[config.mk]
export PLATFORM = sky130hd
export DESIGN_NAME = burst_read_seq
export DESIGN_NICKNAME = d
export VERILOG_FILES = /design/src/rtl/burst_seq_pkg.sv /design/src/rtl/burst_lat_calc.sv /design/src/rtl/burst_addr_step.sv /design/src/rtl/burst_word_rom.sv /design/src/rtl/burst_read_seq.sv
export SDC_FILE = /design/constraint.sdc
export NUM_CORES = 1
export LEC_CHECK = 0
export ABC_CLOCK_PERIOD_IN_PS = 2000
export BUFFER_PORTS_ARGS = -buffer_cell sky130_fd_sc_hd__buf_2
export CELL_PAD_IN_SITES_DETAIL_PLACEMENT = 0
export CELL_PAD_IN_SITES_GLOBAL_PLACEMENT = 1
export CORE_MARGIN = 4
export CORE_UTILIZATION = 32
export DETAILED_ROUTE_END_ITERATION = 10
export PLACE_DENSITY = 0.79
export SLEW_MARGIN = 20
export SYNTH_ARGS = -nofsm -noshare
export SYNTH_HDL_FRONTEND = slang
export SYNTH_SLANG_ARGS = --single-unit
[constraint.sdc]
create_clock -name clk -period 2 [get_ports clk]
set_input_delay 0.1 -clock clk [delete_from_list [all_inputs] [get_ports clk]]
set_output_delay 0.1 -clock clk [all_outputs]
set_load 0.01 [all_outputs]
[src/rtl/burst_seq_pkg.sv]
package burst_seq_pkg;
    localparam int WORD_W = 16;

    typedef enum logic [2:0] {
        S_IDLE,
        S_WAIT,
        S_BURST,
        S_BWAIT,
        S_SUSP
    } seq_state_t;

    typedef enum logic [1:0] {
        M_LINEAR = 2'd0,
        M_WRAP8  = 2'd1,
        M_WRAP16 = 2'd2,
        M_WRAP32 = 2'd3
    } rd_mode_t;
endpackage

[src/rtl/burst_lat_calc.sv]
module burst_lat_calc #(
    parameter int CNT_W = 3
) (
    input  logic [2:0]       wait_code,
    input  logic             reduced_hs,
    input  logic             start_odd,
    output logic [CNT_W-1:0] init_count
);
    logic [2:0] clamped;

    always_comb begin
        clamped = (wait_code > 3'd5) ? 3'd5 : wait_code;
        init_count = CNT_W'(clamped) + CNT_W'(!reduced_hs || start_odd);
    end
endmodule

[src/rtl/burst_addr_step.sv]
module burst_addr_step
    import burst_seq_pkg::*;
#(
    parameter int ADDR_W   = 8,
    parameter int BND_BITS = 6
) (
    input  logic [ADDR_W-1:0] cur,
    input  rd_mode_t          mode,
    output logic [ADDR_W-1:0] nxt,
    output logic              at_boundary
);
    logic [ADDR_W-1:0] wrap_cand [3];

    for (genvar g = 0; g < 3; g++) begin : g_wrap
        localparam int K = 3 + g;
        assign wrap_cand[g] = {cur[ADDR_W-1:K], cur[K-1:0] + K'(1)};
    end

    always_comb begin
        unique case (mode)
            M_LINEAR: nxt = cur + ADDR_W'(1);
            M_WRAP8:  nxt = wrap_cand[0];
            M_WRAP16: nxt = wrap_cand[1];
            M_WRAP32: nxt = wrap_cand[2];
        endcase
        at_boundary = (mode == M_LINEAR) && (&cur[BND_BITS-1:0]);
    end
endmodule

[src/rtl/burst_word_rom.sv]
module burst_word_rom
    import burst_seq_pkg::*;
#(
    parameter int ADDR_W = 8
) (
    input  logic [ADDR_W-1:0] a,
    output logic [WORD_W-1:0] word
);
    logic [WORD_W-1:0] ext;

    always_comb begin
        ext  = WORD_W'(a);
        word = 16'hC3A5 ^ (ext << 3) ^ ext;
    end
endmodule

[src/rtl/burst_read_seq.sv]
module burst_read_seq
    import burst_seq_pkg::*;
#(
    parameter int ADDR_W     = 8,
    parameter int BOUND_SPAN = 64,
    parameter int BOUND_WAIT = 2
) (
    input  logic              clk,
    input  logic              rst_n,
    input  logic              addr_strobe,
    input  logic [ADDR_W-1:0] addr,
    input  logic              out_en,
    input  logic              async_mode,
    input  logic [1:0]        burst_mode,
    input  logic [2:0]        wait_code,
    input  logic              ready_early,
    input  logic              reduced_hs,
    output logic              ready,
    output logic [15:0]       rdata
);
    localparam int BND_BITS = $clog2(BOUND_SPAN);
    localparam int CNT_MAX  = (BOUND_WAIT - 1 > 6) ? BOUND_WAIT - 1 : 6;
    localparam int CNT_W    = $clog2(CNT_MAX + 1);

    seq_state_t        state_q, state_d;
    rd_mode_t          mode_q;
    logic [ADDR_W-1:0] cur_q, step_addr;
    logic [CNT_W-1:0]  cnt_q, init_count;
    logic              at_boundary, start_ok, present;
    logic [WORD_W-1:0] word;

    burst_lat_calc #(.CNT_W(CNT_W)) u_lat (
        .wait_code (wait_code),
        .reduced_hs(reduced_hs),
        .start_odd (addr[0]),
        .init_count(init_count)
    );

    burst_addr_step #(.ADDR_W(ADDR_W), .BND_BITS(BND_BITS)) u_step (
        .cur        (cur_q),
        .mode       (mode_q),
        .nxt        (step_addr),
        .at_boundary(at_boundary)
    );

    burst_word_rom #(.ADDR_W(ADDR_W)) u_rom (
        .a   (cur_q),
        .word(word)
    );

    assign start_ok = addr_strobe && !async_mode;

    // next-state logic
    always_comb begin
        state_d = state_q;
        if (async_mode) begin
            state_d = S_IDLE;
        end else if (addr_strobe) begin
            state_d = S_WAIT;
        end else begin
            unique case (state_q)
                S_IDLE:  state_d = S_IDLE;
                S_WAIT:  state_d = (cnt_q == '0) ? S_BURST : S_WAIT;
                S_BURST: state_d = !out_en ? S_SUSP : (at_boundary ? S_BWAIT : S_BURST);
                S_BWAIT: state_d = (cnt_q == '0) ? S_BURST : S_BWAIT;
                S_SUSP:  state_d = out_en ? S_BURST : S_SUSP;
            endcase
        end
    end

    // state register
    always_ff @(posedge clk) begin
        if (!rst_n) state_q <= S_IDLE;
        else        state_q <= state_d;
    end

    // burst position and counters
    always_ff @(posedge clk) begin
        if (!rst_n) begin
            cur_q  <= '0;
            cnt_q  <= '0;
            mode_q <= M_LINEAR;
        end else if (start_ok) begin
            cur_q  <= addr;
            cnt_q  <= init_count;
            mode_q <= rd_mode_t'(burst_mode);
        end else if (!async_mode) begin
            unique case (state_q)
                S_WAIT, S_BWAIT: begin
                    if (cnt_q != '0) cnt_q <= cnt_q - CNT_W'(1);
                end
                S_BURST: begin
                    if (out_en) begin
                        cur_q <= step_addr;
                        if (at_boundary) cnt_q <= CNT_W'(BOUND_WAIT - 1);
                    end
                end
                default: ;
            endcase
        end
    end

    // outputs
    always_comb begin
        present = (state_q == S_BURST) && out_en;
        rdata   = present ? word : '0;
        ready   = ready_early ? (state_d == S_BURST) : present;
    end

    // an accepted strobe always enters the initial wait
    p_strobe_r2: assert property (@(posedge clk) disable iff (!rst_n)
        start_ok |=> (state_q == S_WAIT));

    // asynchronous mode parks the machine with ready low
    p_async_idle_r11: assert property (@(posedge clk) disable iff (!rst_n)
        async_mode |=> (state_q == S_IDLE && !ready && rdata == '0));

    // a burst with output enable low keeps its position
    p_freeze_r9: assert property (@(posedge clk) disable iff (!rst_n)
        (state_q == S_BURST && !out_en && !addr_strobe && !async_mode)
        |=> (state_q == S_SUSP && $stable(cur_q)));

    // leaving a 64-word block in linear order enters the gap
    p_boundary_r5: assert property (@(posedge clk) disable iff (!rst_n)
        (state_q == S_BURST && out_en && !addr_strobe && !async_mode
         && mode_q == M_LINEAR && (&cur_q[BND_BITS-1:0]))
        |=> (state_q == S_BWAIT && rdata == '0));

    // wrap orders keep the upper address bits and never gap
    p_wrap_group_r6: assert property (@(posedge clk) disable iff (!rst_n)
        (state_q == S_BURST && out_en && !addr_strobe && !async_mode
         && mode_q != M_LINEAR)
        |=> (state_q == S_BURST && cur_q[ADDR_W-1:5] == $past(cur_q[ADDR_W-1:5])));
endmodule

==> impl_metrics.json <==
{
  "place.gp.congestion": 0.815,
  "reg2reg_from": "cur_q[1]$_SDFFE_PN0P_",
  "overflow": 0,
  "worst_slack_ns": -0.136,
  "reg2reg_slack_ns": -0.01,
  "ys_seq_elements": 16,
  "fmax_mhz": 468,
  "area_growth_pct": 24.9,
  "grt_first_pass_wirelength_um": 5020,
  "cts.root.buffer_cell": "clkbuf_8",
  "finalPower_uw": 784,
  "grt_pass1_vias": 1068,
  "ys_types": 48,
  "ir_drop_uv": 178,
  "n_antenna_cell": 0,
  "min_period_over_period": 1.07,
  "antenna_left": 0,
  "syn_avg_cell_area_um2": 7.67,
  "antenna_found_initial": 0,
  "worstSkewPairLatency_ns": 0.25,
  "status": "complete, but fails checks",
  "final_nets": 219,
  "cp.required_ns": 1.90,
  "ys_seq_area_frac": 0.266,
  "async_flop_share": 0,
  "synth-main-ff-cell": "dfxtp_1",
  "r2r_end": "cnt_q[2]$_SDFFE_PN0P_",
  "hold_depth": 3,
  "ios": 37,
  "fin_crit_ns": 2.14,
  "viasPerCell": 4.74,
  "cp-end-kind": "primary output",
  "cts_buffers": 3,
  "multi_input_area_um2": 766,
  "worstSetupStartpointType": "register",
  "critical_path_class": "reg2out",
  "seqCellArea_um2": 328,
  "crit_chain": "ha_4, or3b_4, or4_4, and2_4, a31o_4, buf_6",
  "hold_start": "burst_mode[1]",
  "start_util": 0.329,
  "drc": 0,
  "grt_setup_unrepaired": "yes",
  "violations": "setup timing",
  "first_iter_violations": 68,
  "rows": 22,
  "setup_viol": 2,
  "cts_hold_buf": 0,
  "clock_skew_ns": 0.00355,
  "max_slew_margin": 0.587,
  "nFillCells": 392,
  "dieArea_mm2": 0.00481,
  "drive_gt1_frac": 0.301,
  "vias": 1143,
  "setup_tns_ns": -0.144,
  "drt-pass1-iter-count": 4,
  "hold_viol_final": 0,
  "synth_edf_count": 0,
  "avgRoutedWirePerCell_um": 12.6,
  "drt_wl_total_um": 3050,
  "clock_sinks": 16,
  "path_max_fanout": 2,
  "powerDensity_mw_per_mm2": 521,
  "maxSlewViolCount": 0,
  "worst_ep_arrival_time_ns": 2.04,
  "synth_area_mm2": 0.00120,
  "p_leak_uw": 0.000669,
  "fp.coreArea_mm2": 0.00366,
  "slowest_stage": "or4_4",
  "cts_tree": "done",
  "min_path_type": "in2reg",
  "synth_warnings": 0,
  "die_w_um": 69.4,
  "port_buffers": 33,
  "whs_endpoint": "mode_q[1]$_SDFFE_PN0P_",
  "hpwl_um": 2350,
  "synthCells": 157,
  "reg2reg_depth": 6,
  "max_stage_delay_ns": 0.43,
  "die_h_um": 69.4,
  "grt_use_total": 0.125,
  "cap_violations": 0,
  "htreeDepth": 1,
  "tightest_slew_ns": 0.619,
  "grt_max_degree": 20,
  "clock_path_buffers": 2,
  "cts.reportedPaths.clkPinSlew_ns": 0.07
}
## cells in the mapped netlist (2+ instances only)
| master | count | area (µm²) |
|---|---|---|
| nor2_1 | 22 | 82.6 |
| nand2_1 | 13 | 48.8 |
| nor4_1 | 3 | 18.8 |
| nor3_1 | 5 | 25.0 |
| a21oi_1 | 11 | 55.1 |
| and2_1 | 3 | 18.8 |
| xor2_1 | 3 | 26.3 |
| a21o_1 | 2 | 15.0 |
| buf_2 | 2 | 10.0 |
| buf_6 | 3 | 33.8 |
| a311oi_1 | 2 | 17.5 |
| ha_1 | 5 | 62.6 |
| nor3b_1 | 2 | 15.0 |
| inv_1 | 7 | 26.3 |
| xnor2_1 | 8 | 70.1 |
| clkbuf_1 | 2 | 7.51 |
| dfxtp_1 | 16 | 320 |
| buf_4 | 8 | 60.1 |
| nand3_1 | 3 | 15.0 |
| o31ai_1 | 2 | 15.0 |
| nor2b_1 | 2 | 12.5 |
| nand2b_1 | 3 | 18.8 |
| nand4_1 | 3 | 18.8 |
| o221ai_1 | 2 | 17.5 |
| o21ai_0 | 2 | 10.0 |
## what timing repair did
item,CTS,global route
setup endpoints to repair,2,2
resized for setup,3,0
buffers inserted,3,1
pin swaps,1,0
## logic make-up after synthesis
family          synth area share
other cells              0.00311
simple gates               0.281
xor+xnor                  0.0800
compound gates             0.185
fa+ha+maj                 0.0519
buf+inv                    0.125
mux                      0.00831
flops                      0.266
## area by class of cell
| class | count | area share |
|---|---|---|
| clock buffer | 4 | 0.0299 |
| inverter | 8 | 0.0200 |
| multi-input combinational | 118 | 0.509 |
| sequential | 16 | 0.218 |
| tap | 48 | 0.0399 |
| timing repair buffer | 47 | 0.184 |
## per-layer routing
metal / GRT usage / vias up / share of wire
met5: 0 / - / 0
met4: 0.0521 / 0 / 0.0089
met3: 0.0145 / 2 / 0.043
met2: 0.190 / 26 / 0.44
met1: 0.179 / 500 / 0.50
li1: - / 615 / -
## where the power goes
| group | switching, µW | internal [µW] | total [µW] |
|---|---|---|---|
| clock | 113 | 141 | 255 |
| combinational | 93.5 | 84.3 | 178 |
| sequential | 14.2 | 337 | 351 |
| total | 221 | 563 | 784 |
## critical path, delay by kind of cell (launching register included)
family          cells  cell delay, ns
fa+ha+maj           1            0.12
flops               1            0.36
buf+inv             1            0.11
simple gates        3            0.98
compound gates      1            0.22
## state kept, by name, summed over array words and instances (netlist names)
signal	count
cur_q	8
cnt_q	3
mode_q	2
state_q	3
## cell usage in the layout, fill, tap and decap left out, types with 2 or more instances in the layout
master / instances
o21ai_0: 2
conb_1: 3
clkbuf_8: 3
a21o_1: 2
dfxtp_1: 14
xor2_1: 3
nor2_1: 22
nor4_1: 3
o221ai_1: 2
a311oi_1: 2
ha_1: 4
nor3_1: 5
buf_2: 32
nor3b_1: 2
nor2b_1: 2
inv_1: 7
buf_4: 14
dfxtp_4: 2
and2_1: 3
xnor2_1: 8
nand2b_1: 3
nand4_1: 3
nand3_1: 3
nand2_1: 13
o31ai_1: 2
a21oi_1: 11
## worst max-delay path by stage
stage	startpoint	end	slack, ns	cells past startpoint
final	cur_q[1]$_SDFFE_PN0P_	ready	-0.14	6
after global routing	cur_q[1]$_SDFFE_PN0P_	ready	-0.19	6
after CTS	cur_q[1]$_SDFFE_PN0P_	ready	-0.14	6
after detailed placement	cur_q[1]$_SDFFE_PN0P_	cnt_q[2]$_SDFFE_PN0P_	0.008	5
after global placement	cur_q[1]$_SDFFE_PN0P_	cnt_q[2]$_SDFFE_PN0P_	0.06	5
after floorplan	cur_q[1]$_SDFFE_PN0P_	cnt_q[2]$_SDFFE_PN0P_	-0.006	6
## stage by stage
stage                     std cells  cell area (µm²)   util  setup slack (ns)  hold slack [ns]
after CTS                       240             1500  0.409            -0.138           0.0906
final                           241             1510  0.411            -0.136           0.0868
after global routing            241             1510  0.411            -0.187            0.106
after global placement          233             1410  0.386            0.0626            0.357
after floorplan                 159             1230      -          -0.00634            0.236
after detailed placement        233             1410  0.386           0.00836            0.358
Power figures use the tool's default switching activity.
